### src/rtl/walker_pkg.sv
package walker_pkg;

  typedef enum logic [1:0] {
    ST_IDLE = 2'd0,
    ST_L1   = 2'd1,
    ST_L2   = 2'd2,
    ST_DONE = 2'd3
  } walk_state_t;

  localparam logic CAUSE_INVALID = 1'b0;
  localparam logic CAUSE_WPROT   = 1'b1;

  localparam logic [1:0] LVL_NONE  = 2'd0;
  localparam logic [1:0] LVL_OUTER = 2'd1;
  localparam logic [1:0] LVL_INNER = 2'd2;

  localparam int unsigned BIT_PRESENT  = 0;
  localparam int unsigned BIT_WRITABLE = 1;

endpackage

### src/rtl/walk_entry_addr.sv
module walk_entry_addr #(
  parameter int unsigned ADDR_W = 32,
  parameter int unsigned IDX_W  = 10,
  parameter int unsigned SHIFT  = 2
) (
  input  logic [ADDR_W-1:0] base,
  input  logic [IDX_W-1:0]  idx,
  output logic [ADDR_W-1:0] addr
);
  assign addr = base + (ADDR_W'(idx) << SHIFT);
endmodule

### src/rtl/walk_pte_decode.sv
module walk_pte_decode
  import walker_pkg::*;
#(
  parameter int unsigned PTE_W = 32,
  parameter int unsigned OFF_W = 10
) (
  input  logic [PTE_W-1:0] pte,
  input  logic             is_write,
  output logic             present,
  output logic             wp_fault,
  output logic [PTE_W-1:0] next_base
);
  logic unused_pte_bits;
  assign unused_pte_bits = ^pte[OFF_W-1:BIT_WRITABLE+1];

  assign present   = pte[BIT_PRESENT];
  assign wp_fault  = is_write & ~pte[BIT_WRITABLE];
  assign next_base = {pte[PTE_W-1:OFF_W], {OFF_W{1'b0}}};
endmodule

### src/rtl/two_level_walker.sv
module two_level_walker
  import walker_pkg::*;
#(
  parameter int unsigned VA_W  = 32,
  parameter int unsigned OFF_W = 10,
  parameter int unsigned L2_W  = 10,
  parameter int unsigned PTE_W = 32
) (
  input  logic             clk,
  input  logic             rst,
  input  logic             req_valid,
  output logic             req_ready,
  input  logic [VA_W-1:0]  req_vaddr,
  input  logic             req_write,
  input  logic [PTE_W-1:0] ptbr,
  output logic             rsp_valid,
  output logic             rsp_fault,
  output logic [1:0]       rsp_level,
  output logic             rsp_cause,
  output logic [PTE_W-1:0] rsp_paddr,
  output logic             mem_req_valid,
  input  logic             mem_req_ready,
  output logic [PTE_W-1:0] mem_req_addr,
  input  logic             mem_rsp_valid,
  input  logic [PTE_W-1:0] mem_rsp_data
);
  localparam int unsigned L1_W    = VA_W - L2_W - OFF_W;
  localparam int unsigned LOW_W   = L2_W + OFF_W;
  localparam int unsigned E_SHIFT = $clog2(PTE_W / 8);

  walk_state_t      state_q;
  logic [LOW_W-1:0] va_low_q;
  logic             wr_q;
  logic             mreq_v_q;
  logic [PTE_W-1:0] mreq_a_q;
  logic             rsp_v_q, rsp_f_q, rsp_c_q;
  logic [1:0]       rsp_l_q;
  logic [PTE_W-1:0] rsp_pa_q;

  logic [PTE_W-1:0] outer_addr, inner_addr, next_base;
  logic             ent_present, ent_wp;
  logic             data_in;

  walk_entry_addr #(.ADDR_W(PTE_W), .IDX_W(L1_W), .SHIFT(E_SHIFT)) u_outer_addr (
    .base (ptbr),
    .idx  (req_vaddr[VA_W-1:LOW_W]),
    .addr (outer_addr)
  );

  walk_entry_addr #(.ADDR_W(PTE_W), .IDX_W(L2_W), .SHIFT(E_SHIFT)) u_inner_addr (
    .base (next_base),
    .idx  (va_low_q[LOW_W-1:OFF_W]),
    .addr (inner_addr)
  );

  walk_pte_decode #(.PTE_W(PTE_W), .OFF_W(OFF_W)) u_decode (
    .pte       (mem_rsp_data),
    .is_write  (wr_q),
    .present   (ent_present),
    .wp_fault  (ent_wp),
    .next_base (next_base)
  );

  assign data_in = mem_rsp_valid & ~mreq_v_q;

  always_ff @(posedge clk) begin
    if (rst) begin
      state_q  <= ST_IDLE;
      va_low_q <= '0;
      wr_q     <= 1'b0;
      mreq_v_q <= 1'b0;
      mreq_a_q <= '0;
      rsp_v_q  <= 1'b0;
      rsp_f_q  <= 1'b0;
      rsp_c_q  <= CAUSE_INVALID;
      rsp_l_q  <= LVL_NONE;
      rsp_pa_q <= '0;
    end else begin
      rsp_v_q <= 1'b0;
      if (mreq_v_q && mem_req_ready) mreq_v_q <= 1'b0;
      case (state_q)
        ST_IDLE: begin
          if (req_valid) begin
            va_low_q <= req_vaddr[LOW_W-1:0];
            wr_q     <= req_write;
            mreq_a_q <= outer_addr;
            mreq_v_q <= 1'b1;
            state_q  <= ST_L1;
          end
        end
        ST_L1: begin
          if (data_in) begin
            if (!ent_present || ent_wp) begin
              rsp_v_q  <= 1'b1;
              rsp_f_q  <= 1'b1;
              rsp_l_q  <= LVL_OUTER;
              rsp_c_q  <= ent_present ? CAUSE_WPROT : CAUSE_INVALID;
              rsp_pa_q <= '0;
              state_q  <= ST_DONE;
            end else begin
              mreq_a_q <= inner_addr;
              mreq_v_q <= 1'b1;
              state_q  <= ST_L2;
            end
          end
        end
        ST_L2: begin
          if (data_in) begin
            rsp_v_q <= 1'b1;
            state_q <= ST_DONE;
            if (!ent_present || ent_wp) begin
              rsp_f_q  <= 1'b1;
              rsp_l_q  <= LVL_INNER;
              rsp_c_q  <= ent_present ? CAUSE_WPROT : CAUSE_INVALID;
              rsp_pa_q <= '0;
            end else begin
              rsp_f_q  <= 1'b0;
              rsp_l_q  <= LVL_NONE;
              rsp_c_q  <= CAUSE_INVALID;
              rsp_pa_q <= next_base | PTE_W'(va_low_q[OFF_W-1:0]);
            end
          end
        end
        default: state_q <= ST_IDLE;
      endcase
    end
  end

  assign req_ready     = (state_q == ST_IDLE);
  assign mem_req_valid = mreq_v_q;
  assign mem_req_addr  = mreq_a_q;
  assign rsp_valid     = rsp_v_q;
  assign rsp_fault     = rsp_f_q;
  assign rsp_level     = rsp_l_q;
  assign rsp_cause     = rsp_c_q;
  assign rsp_paddr     = rsp_pa_q;

  AST_IDLE_NO_READ: assert property (@(posedge clk) disable iff (rst) req_ready |-> !mem_req_valid);
  AST_BUSY_AFTER_ACCEPT: assert property (@(posedge clk) disable iff (rst) (req_valid && req_ready) |=> !req_ready);
  AST_RSP_ONE_CYCLE: assert property (@(posedge clk) disable iff (rst) rsp_valid |=> !rsp_valid);
  AST_READ_HELD: assert property (@(posedge clk) disable iff (rst) (mem_req_valid && !mem_req_ready) |=> (mem_req_valid && $stable(mem_req_addr)));
  AST_FAULT_LEVEL: assert property (@(posedge clk) disable iff (rst) (rsp_valid && rsp_fault) |-> (rsp_level == LVL_OUTER || rsp_level == LVL_INNER));
  AST_OK_LEVEL: assert property (@(posedge clk) disable iff (rst) (rsp_valid && !rsp_fault) |-> (rsp_level == LVL_NONE));
endmodule

### config.mk
export PLATFORM = sky130hd
export DESIGN_NAME = two_level_walker
export DESIGN_NICKNAME = d
export VERILOG_FILES = /design/src/rtl/walker_pkg.sv /design/src/rtl/walk_entry_addr.sv /design/src/rtl/walk_pte_decode.sv /design/src/rtl/two_level_walker.sv
export SDC_FILE = /design/constraint.sdc
export NUM_CORES = 1
export LEC_CHECK = 0
export ABC_AREA = 1
export BUFFER_PORTS_ARGS = -buffer_cell sky130_fd_sc_hd__clkbuf_2
export CAP_MARGIN = 20
export CELL_PAD_IN_SITES_DETAIL_PLACEMENT = 1
export CELL_PAD_IN_SITES_GLOBAL_PLACEMENT = 1
export CORE_MARGIN = 8
export CORE_UTILIZATION = 36
export CTS_CLUSTER_DIAMETER = 150
export CTS_CLUSTER_SIZE = 40
export DETAILED_ROUTE_END_ITERATION = 6
export PLACE_DENSITY_LB_ADDON = 0.1
export SYNTH_ARGS = -nofsm -noshare
export SYNTH_HDL_FRONTEND = slang
export SYNTH_SLANG_ARGS = --single-unit
export TNS_END_PERCENT = 1
### constraint.sdc
create_clock -name clk -period 2.4 [get_ports clk]
set_input_delay 0.48 -clock clk [delete_from_list [all_inputs] [get_ports clk]]
set_output_delay 0.48 -clock clk [all_outputs]
set_load 0.02 [all_outputs]
==> Word level (Yosys, flattened, before mapping) <==
Index checks and enable logic that the tools add are counted.
{ "totals": {"register_bits": 93, "output_inout_bits": 71} }
{ "op_classes": {"n_addsub": 2, "eq_ne": 7, "n_mux": 38, "bitwise_logic": 5, "reduce_logical": 10} }
{ "ops": {"columns": ["op", "n"], "rows": [
  ["32-bit 2-to-1 mux", 7],
  ["32-bit case mux with 2 select lines", 2],
  ["32-bit by 12-bit adder with 32-bit output", 1],
  ["32-bit by 14-bit adder with 32-bit output", 1],
  ["32-bit by 10-bit bitwise OR with 32-bit output", 1],
  ["1-bit 2-to-1 mux", 16],
  ["2-bit 2-to-1 mux", 7],
  ["2-bit inequality test (second input constant)", 5],
  ["1-bit case mux with 2 select lines", 4],
  ["4-bit AND reduction", 2],
  ["2-bit case mux with 3 select lines", 1],
  ["2-bit case mux with 2 select lines", 1],
  ["2-bit nonzero test", 2],
  ["3-bit AND reduction", 1],
  ["1-bit AND", 2],
  ["2-bit by 1-bit equality test with 1-bit output (second input constant)", 1],
  ["2-bit equality test (second input constant)", 1],
  ["2-bit zero test", 1],
  ["1-bit inverter", 2],
  ["2-bit AND reduction", 1],
  ["1-bit logical AND", 1],
  ["1-bit zero test", 1],
  ["1-bit logical OR", 1]
]} }

==> Depth between registers and ports, before layout <==
Gate-level depths: netlist (run 1).
{ "logic_depth": {"word_depth": 6, "mapped_depth": 14, "depth_no_buf": 14} }

==> By module <==
From an unflattened synthesis (run 1), not the netlist that was laid out.
{ "unflattened": {"cells_unflattened": 1320, "area_unflattened_um2": 7494.7} }
{ "by_module_without_submodules": {"columns": ["module", "instances", "cells_per_inst", "area_per_inst_um2"], "rows": [
  ["two_level_walker", 1, 716, 4448.0],
  ["walk_entry_addr (u_outer_addr)", 1, 293, 1427.6],
  ["walk_entry_addr (u_inner_addr)", 1, 275, 1357.6],
  ["walk_pte_decode", 1, 36, 261.5]
]} }

==> Worst setup path before layout (run 1) <==
OpenSTA, ideal clock, no wires.
{ "synth_path": {"path_kind": "input to register", "start": "input port req_vaddr[20]", "end": "register mreq_a_q[12] (netlist: mem_req_addr[12])", "arrival_time_ns": 1.905, "slack_ns": 0.376, "stages": 11, "path_buffers": 0, "path_cell_list": "ha_1 > fa_1 > nand2_1 > nand2_1 > nand3b_1 > nand2_1 > nand2_1 > nand2_1 > or2_2 > nand3_1 > a21oi_1"} }
{ "synth_via": {"elab_chain_cells": 3} }
{ "synth_lines": {"columns": ["item", "line", "source"], "rows": [
  ["start: declaration", "two_level_walker.sv:13", "input logic [VA_W-1:0] req_vaddr,"],
  ["32-bit by 14-bit adder with 32-bit output", "walk_entry_addr.sv:10", "assign addr = base + (ADDR_W'(idx) << SHIFT);"],
  ["32-bit 2-to-1 mux", "two_level_walker.sv:83", "if (req_valid) begin"],
  ["32-bit case mux with 2 select lines", "two_level_walker.sv:81", "case (state_q)"],
  ["end signal: assignment", "two_level_walker.sv:86", "mreq_a_q <= outer_addr;"],
  ["end signal: assignment", "two_level_walker.sv:101", "mreq_a_q <= inner_addr;"],
  ["end: declaration", "two_level_walker.sv:35", "logic [PTE_W-1:0] mreq_a_q;"]
]} }
Every way passes these cells. The select of a mux whose other input is x is not followed.
A chain may end at the register's enable or synchronous reset.

==> Worst setup path after layout (run 1) <==
{ "layout_path": {"start": "register state_q[1]", "end": "register mreq_a_q[3] (netlist: mem_req_addr[3])"} }
{ "layout_via": {"elab_chain_cells": 3, "elab_cells_between_ends": 8, "classes_between": "4 x eq/ne; 1 x mux; 3 x reduce/logical"} }
{ "layout_lines": {"columns": ["item", "line", "source"], "rows": [
  ["start: declaration", "two_level_walker.sv:31", "walk_state_t state_q;"],
  ["start signal: assignment", "two_level_walker.sv:68", "state_q <= ST_IDLE;"],
  ["start signal: assignment", "two_level_walker.sv:88", "state_q <= ST_L1;"],
  ["start signal: assignment", "two_level_walker.sv:99", "state_q <= ST_DONE;"],
  ["2-bit by 1-bit equality test with 1-bit output / 2-bit zero test (equally long branches)", "two_level_walker.sv:81", null],
  ["2-bit inequality test (no line) / 2-bit nonzero test (equally long branches)", null, null],
  ["4-bit AND reduction (no line)", null, null]
]} }
Several ways; a longest one is shown, not always the timed one.

==> summary.txt, run 1 <==
CORE AREA: 15100 um^2
FF-to-FF setup slack: 0.33 ns
All-layer global routing usage: 19.7%
Gpl congestion: 0.881
Post-CTS Hold Buffers: 0
Port Buffers: 164
Largest stage delay, worst path: 0.34 ns
Most used cell, CP: o21ai_0
Fin crit share: 86.4%
Number of global-route vias before repair: 6333
Root buffer cell: clkbuf_16
Hold crit path type: input port to register
Fin nets: 1123
Critical path endpoint: mem_req_addr[3]
Met1 usage: 23.7%
Worst-Margin Slew: 0.439 ns
Reg-to-Reg Start: state_q[1]
Setup Skew: 0.00960 ns
Remaining antenna violation count: 0
Final Max Tran Viols: 0
Die Width: 140 um
CP Max Fanout: 18
Rows: 45
Seq cells post-synth: 93
Synth unique cells: 42
Register area share after synthesis: 33.4%
Final setup viols: 0
CP cell instances: inv_1 -> ha_1 -> nand3_1 -> o21ai_0 -> nand2_1 -> inv_2 -> buf_4 -> o21ai_0 -> a31oi_1
Most frequent cells in the layout: nand2_1, clkbuf_2, nor2_1
Share of layout cells above drive strength 1: 22.3%
FF+latch area: 1860 um^2
Area growth syn-to-layout: 23.2%
Met2 GRT Util: 34.3%
Largest net degree at the start of global routing: 36
Crit path DAT: 2.35 ns
Final setup TNS: 0 ns
Vias per cell: 5.03
Worst setup path class: register to register
Io pins: 173
Synth warn: 0
Status: finished clean
Wire length per cell: 16.0 um
TritonRoute pass-1 iters: 4
Detailed-route via count: 6005
Post-Syn Area per Cell: 6.60 um^2
Hold_sp: req_vaddr[12]
Hold Vio Cnt, Final: 0
CTS Buf Count: 9
Final Util: 45.3%
Clk slew on worst S/H paths: 0.07 ns
Leak: 3.42 nW
Fin crit period: 2.07 ns
Initial antenna violation count: 1
Worst EP required: 2.68 ns
DRC: 0
Post-synth top flop: dfxtp_1
Commonest non-fill, non-tap cell in the layout: nand2_1
Congestion Overflow GR: 0
Clk sink count: 93
CP endpoint kind: register
Die area: 19700 um^2
Most used routing layer: met2
Clk_lat worst skew: 0.35 ns
Max IR drop VDD: 0.448 mV
RSZ-0062 raised after global routing: no
Die H: 140 um
Bufs on Longest Clock Path: 2
Global-route wire length before repair: 31.7 mm
Worst setup SP type: register
Mapped Cells: 844
Met3 usage: 5.37%
Worst setup path start: state_q[1]
Ys async rst share: 0%
Worst path slowest cell: dfxtp_1
R2R cell count: 9
Fill cells: 2088
FMAX: 483 MHz
Max-cap viol count: 0
Pwr/cell area: 876 nW/um^2
Ant. Diodes: 0
HPWL after detailed placement: 15.5 mm
Post-CTS Setup Bufs: 0
Starting Density: 36.8%
H-tree Lvls: 3
Slew margin rel.: 70.7%
Post-synth design cell area: 5570 um^2
Total Wirelength: 19.2 mm
Area of the multi-input gates: 3210 um^2
EDFF count, synth: 0
DR iter-0 viols: 265
Reg2reg end: mem_req_addr[3]
Post-CTS sizing: 0
CTS tree: done
Net Count, Synth: 966
-- Yosys cell counts, types with 2 or more instances --
cell | instances | area share (%)
nor2_4 | 3 | 0.61
buf_2 | 7 | 0.63
a22oi_1 | 30 | 4.0
xnor2_1 | 2 | 0.31
fa_1 | 2 | 0.72
a31oi_1 | 5 | 0.56
a21oi_2 | 3 | 0.47
or2_1 | 2 | 0.22
nand2_2 | 4 | 0.45
inv_2 | 6 | 0.40
buf_6 | 3 | 0.61
o21ai_0 | 57 | 5.1
o21ai_1 | 8 | 0.72
nand2_1 | 200 | 13
buf_1 | 2 | 0.13
dfxtp_1 | 93 | 33
nor3_2 | 2 | 0.36
nor3_1 | 9 | 0.81
inv_1 | 83 | 5.6
or2_2 | 4 | 0.45
a21oi_1 | 58 | 5.2
nand3_1 | 52 | 4.7
nor2_2 | 2 | 0.22
nand3_2 | 2 | 0.36
ha_1 | 18 | 4.0
nor2_1 | 123 | 8.3
xor2_1 | 12 | 1.9
clkbuf_1 | 18 | 1.2
nand4_1 | 14 | 1.6
nand3b_1 | 8 | 1.1
-- per-stage QoR --
step	power (mW)	area, um^2	setup WS (ns)	std cells	hold WS, ns
CTS	6.10	6860	0.338	1194	0.365
finish	6.01	6860	0.328	1194	0.375
floorplan	3.78	5570	0.376	844	0.451
detailed placement	4.70	6580	0.0364	1178	0.454
global placement	4.65	6580	0.0895	1178	0.451
global route	6.46	6860	0.149	1194	0.377
-- cells by family after synthesis --
logic type               synth area share (%)
buffers and inverters                    8.97
flip-flops                               33.4
AND/OR/NAND/NOR                          33.6
XOR/XNOR                                 2.20
adder cells (fa/ha/maj)                  4.77
AO/OA/AOI/OAI                            17.0
-- area by class of cell --
type                       instances  share of cell area [%]
sequential                        93                    27.1
clock buffer                      11                    3.54
timing repair buffer             178                    13.7
inverter                          89                    4.87
clock inverter                     5                   0.602
tap                              188                    3.43
multi-input combinational        630                    46.7
-- sequential cells by signal, summed over array words and instances (netlist names) --
name / count
mem_req_addr: 32
mem_req_valid: 1
rsp_cause: 1
rsp_fault: 1
rsp_level: 2
rsp_paddr: 32
rsp_valid: 1
state_q: 2
va_low_q: 20
wr_q: 1
-- power breakdown --
group,leakage [nW],switching (mW),internal (mW)
clock,0.133,0.635,0.741
combinational,2.53,1.74,0.828
sequential,0.761,0.196,1.87
-- critical path, delay by kind of cell, from the launching register on --
kind,cells,cell delay [ns]
buf+inv,3,0.57
compound gates,3,0.41
simple gates,2,0.35
flops,1,0.34
fa+ha+maj,1,0.34
-- how the worst min path moves through the flow --
stage | end | slack (ns) | cells past startpoint
5_1_grt | va_low_q[10] | 0.38 | 3
3_5_place_dp | rsp_level[1] | 0.45 | 2
6_report | va_low_q[12] | 0.37 | 3
2_1_floorplan | mem_req_addr[2] | 0.45 | 2
4_1_cts | va_low_q[12] | 0.37 | 3
3_3_place_gp | mem_req_addr[0] | 0.45 | 2
-- metal layers --
metal	part of all wire (%)	vias up
met2	48	115
met3	5.6	16
met4	0.93	2
met1	45	2794
li1	-	3078
met5	0.094	-
No activity file was read; power rests on OpenSTA's default activity.
==> run 2: changes to the inputs <==
- CTS_CLUSTER_DIAMETER: 150 -> not set
- PLACE_DENSITY: not set -> 0.82
- PLACE_DENSITY_LB_ADDON: 0.1 -> not set
==> run 2 against run 1 <==
Maximum frequency shrank 2.0%; largest cell class unchanged; highest routed layer is now met4; register-to-register slack worse by 0.04 ns; worst hold slack improved by 0.0037 ns; routed wire length up 1.5%; first-iteration DRC count up 8.3%; clock-buffer cell count decreased by 1; critical path depth unchanged; sequential share of layout area is 0.064 points lower; via count is 1.1% higher; critical endpoint is now mem_req_addr[23]; non-clock buffer count down 3.
==> summary.txt, run 2 (synthesis gave the netlist of run 1 again) <==
Die H: 140 um
Area growth syn-to-layout: 23.5%
DR iter-0 viols: 287
Global-route wire length before repair: 32.0 mm
Sw Ratio: 41.8%
CP endpoint kind: register
Wire length per cell: 16.3 um
H-tree Lvls: 3
Number of global-route vias before repair: 6496
CTS Buf Count: 9
Share of layout cells above drive strength 1: 22.0%
Rows: 45
Most used cell, CP: o21ai_0
Slew margin rel.: 69.4%
Io pins: 173
RSZ-0062 raised after global routing: no
Reg2reg end: mem_req_addr[23]
Leak: 3.43 nW
Total Wirelength: 19.5 mm
Post-CTS sizing: 0
Final Util: 45.4%
Ant. Diodes: 0
Hold crit path type: input port to register
Hold path endpoint: va_low_q[8]
Cell-internal power: 3.61 mW
Bufs on Longest Clock Path: 2
DRC: 0
Post-CTS Setup Bufs: 0
Clk sink count: 93
Worst path slowest cell: dfxtp_1
Detailed-route via count: 6069
Crit path DAT: 2.38 ns
Gpl congestion: 0.861
Pwr/cell area: 901 nW/um^2
Vias per cell: 5.10
Worst EP required: 2.67 ns
Pwr Total: 6.20 mW
Max-cap viol count: 0
Root buffer cell: clkbuf_16
Status: finished clean
CP Max Fanout: 21
CTS tree: done
Die area: 19700 um^2
CP cell instances: inv_1 -> ha_1 -> nand3_1 -> o21ai_0 -> nand2_1 -> inv_2 -> buf_4 -> o21ai_0 -> a21oi_1
Final setup viols: 0
FMAX: 473 MHz
Hold_sp: req_vaddr[8]
Net Sw Power: 2.59 mW
Fin crit period: 2.11 ns
R2R cell count: 9
Max IR drop VDD: 0.417 mV
WP buf/inv: 3
Setup Skew: 0.0102 ns
Reg-to-Reg Start: state_q[1]
Comb pwr share: 41.2%
Clk slew on worst S/H paths: 0.07 ns
Fin nets: 1120
Fin crit share: 88.1%
Port Buffers: 164
Clock power frac: 25.3%
Commonest non-fill, non-tap cell in the layout: nand2_1
Worst setup path class: register to register
Congestion Overflow GR: 0
Crit path max-delay family: buffers and inverters
Worst-Margin Slew: 0.459 ns
Final setup TNS: 0 ns
Remaining antenna violation count: 0
Hold path cells: 3
Largest net degree at the start of global routing: 52
Die Width: 140 um
Worst setup SP type: register
CORE AREA: 15100 um^2
Largest stage delay, worst path: 0.34 ns
Hold Vio Cnt, Final: 0
Most frequent cells in the layout: nand2_1, clkbuf_2, nor2_1
Clk_lat worst skew: 0.34 ns
TritonRoute pass-1 iters: 4
Starting Density: 36.8%
FF-to-FF setup slack: 0.29 ns
Final Max Tran Viols: 0
HPWL after detailed placement: 15.3 mm
Initial antenna violation count: 0
Seq pwr share: 33.5%
Post-CTS Hold Buffers: 0
All-layer global routing usage: 19.9%
==> run 2: cell count changes in the layout (fill, tap and decap cells not counted), sizes merged <==
cell,before,now
clkbuf,175,174
bufinv,0,2
buf,14,11
clkinvlp,2,1
==> run 2: routing by layer <==
layer / vias up / global-route usage [%] / routed length (um)
li1: 3076 / - / -
met1: 2873 / 22.6 / 8430
met2: 104 / 36.5 / 9880
met3: 16 / 5.03 / 930
met4: 0 / 4.57 / 216
met5: - / 0 / 0
==> run 2: power by group through the flow <==
stage	clock [mW]	combinational (mW)	sequential, mW
2_1_floorplan	0	1.48	2.30
3_3_place_gp	0	2.51	2.09
3_5_place_dp	0	2.57	2.10
4_1_cts	1.59	2.59	2.07
5_1_grt	1.65	2.87	2.11
6_report	1.57	2.55	2.08
==> run 2: worst max path at each step <==
stage               slack (ns)  depth (start not counted)           from          endpoint
CTS                       0.27                          9     state_q[1]  mem_req_addr[23]
floorplan                 0.38                         11  req_vaddr[20]  mem_req_addr[12]
detailed placement        0.08                         12  req_vaddr[20]  mem_req_addr[12]
global placement          0.10                         12  req_vaddr[20]  mem_req_addr[12]
finish                    0.29                          9     state_q[1]  mem_req_addr[23]
global route              0.08                          9     state_q[1]  mem_req_addr[17]
==> run 2: layout make-up <==
type	count	area [um^2]
inverter	89	334
clock buffer	10	229
multi-input combinational	630	3210
clock inverter	6	93.8
tap	188	235
fill	2060	8270
timing repair buffer	175	916
sequential	93	1860
==> run 2: through the flow <==
step | std cells | worst slack (ns) | hold slack, ns | cell area (um^2)
final | 1191 | 0.285 | 0.378 | 6880
after floorplan | 844 | 0.376 | 0.451 | 5570
after global placement | 1175 | 0.102 | 0.452 | 6550
after detailed placement | 1175 | 0.0771 | 0.466 | 6550
after CTS | 1191 | 0.268 | 0.375 | 6880
after global routing | 1191 | 0.0790 | 0.389 | 6880
==> run 2: worst register-to-register path: stages (launching register included) <==
cell and delay [ns]:
dfxtp_1 0.34, inv_1 0.09, ha_1 0.28, nand3_1 0.25, o21ai_0 0.15, nand2_1 0.10
inv_2 0.29, buf_4 0.26, o21ai_0 0.10, a21oi_1 0.17
==> run 3: changes to the inputs <==
- MAX_ROUTING_LAYER: not set -> met4
==> run 3 against run 2 <==
Cell count unchanged; via count barely moved; clock-buffer cell count did not move; combinational power about the same; clock power hardly changed; critical path depth did not move; worst setup slack better by 0.0097 ns; maximum frequency grew 0.46%; first-iteration DRC count increased by 10%; clock skew about the same; flip-flop and latch count did not move; die area is the same; largest power group unchanged.
==> summary.txt, run 3 (synthesis gave the netlist of run 1 again) <==
Status: finished clean
DR iter-0 viols: 317
H-tree Lvls: 3
Die area: 19700 um^2
Worst setup SP type: register
Io pins: 173
Bufs on Longest Clock Path: 2
Congestion Overflow GR: 0
Die H: 140 um
CTS tree: done
Max-cap viol count: 0
Most frequent cells in the layout: nand2_1, clkbuf_2, nor2_1
Max IR drop VDD: 0.416 mV
CP endpoint kind: register
Detailed-route via count: 6072
Leak: 3.43 nW
Clk slew on worst S/H paths: 0.07 ns
Fill cells: 2060
HPWL after detailed placement: 15.3 mm
Starting Density: 36.8%
Wire length per cell: 16.3 um
Hold Vio Cnt, Final: 0
Initial antenna violation count: 0
Port Buffers: 164
Setup Skew: 0.00971 ns
All-layer global routing usage: 20.5%
Global-route wire length before repair: 31.9 mm
CORE AREA: 15100 um^2
Commonest non-fill, non-tap cell in the layout: nand2_1
Remaining antenna violation count: 0
Post-CTS Hold Buffers: 0
FMAX: 475 MHz
Crit path DAT: 2.37 ns
Clk sink count: 93
Largest net degree at the start of global routing: 52
Worst setup path class: register to register
Slew margin rel.: 68.7%
TritonRoute pass-1 iters: 4
Fin crit share: 87.7%
Fin crit period: 2.10 ns
Clk_lat worst skew: 0.34 ns
Hold crit path type: input port to register
Number of global-route vias before repair: 6499
Fin nets: 1120
Area growth syn-to-layout: 23.5%
Ant. Diodes: 0
Rows: 45
Pwr/cell area: 901 nW/um^2
Final Max Tran Viols: 0
DRC: 0
Final setup viols: 0
Final setup TNS: 0 ns
Post-route insts no fill: 1191
Post-CTS Setup Bufs: 0
Die Width: 140 um
CTS Buf Count: 9
Worst-Margin Slew: 0.470 ns
Vias per cell: 5.10
Post-CTS sizing: 0
Share of layout cells above drive strength 1: 22.0%
Gpl congestion: 0.875
CP Max Fanout: 21
Placed insts: 1175
RSZ-0062 raised after global routing: no
Root buffer cell: clkbuf_16
Total Wirelength: 19.5 mm
Worst EP required: 2.67 ns
## run 3: routing by layer
layer	share of wire, %	up-vias	GRT usage [%]
met2	51	121	36.5
met4	1.1	0	4.57
met3	4.5	16	4.28
li1	-	3077	-
met1	43	2858	23.0
met5	0	-	-
## run 3: layout make-up
| cell class | instances | area (um^2) | share of cell area (%) |
|---|---|---|---|
| multi-input combinational | 630 | 3210 | 46.6 |
| sequential | 93 | 1860 | 27.1 |
| timing repair buffer | 175 | 916 | 13.3 |
| inverter | 89 | 334 | 4.86 |
| tap | 188 | 235 | 3.42 |
| clock buffer | 10 | 229 | 3.33 |
| clock inverter | 6 | 93.8 | 1.36 |
## run 3: per-stage QoR
step | hold slack [ns] | utilization [%] | worst slack (ns) | instance area [um^2] | power, mW
finish | 0.380 | 45.4 | 0.295 | 6880 | 6.19
floorplan | 0.451 | - | 0.376 | 5570 | 3.78
global placement | 0.452 | 43.3 | 0.102 | 6550 | 4.60
detailed placement | 0.466 | 43.3 | 0.0771 | 6550 | 4.67
CTS | 0.375 | 45.4 | 0.268 | 6880 | 6.25
global route | 0.389 | 45.4 | 0.0786 | 6880 | 6.63
## run 3: power by group
group	total, mW	switching (mW)	internal [mW]
Combinational	2.55	1.74	0.809
Sequential	2.07	0.201	1.87
Clock	1.57	0.644	0.923
## run 3: path summary, 6_finish.rpt
| path | from | endpoint | slack [ns] | cells after the start |
|---|---|---|---|---|
| worst min register to register | rsp_paddr[31] | rsp_paddr[31] | 0.48 | 2 |
| worst max register to register | state_q[1] | mem_req_addr[23] | 0.30 | 9 |
| worst min-delay path | req_vaddr[8] | va_low_q[8] | 0.38 | 3 |
| worst max-delay path | state_q[1] | mem_req_addr[23] | 0.30 | 9 |
## run 3: critical path, stage by stage (launching register included)
cell	delay (ns)
dfxtp_1	0.34
inv_1	0.09
ha_1	0.28
nand3_1	0.25
o21ai_0	0.14
nand2_1	0.10
inv_2	0.29
buf_4	0.25
o21ai_0	0.10
a21oi_1	0.17
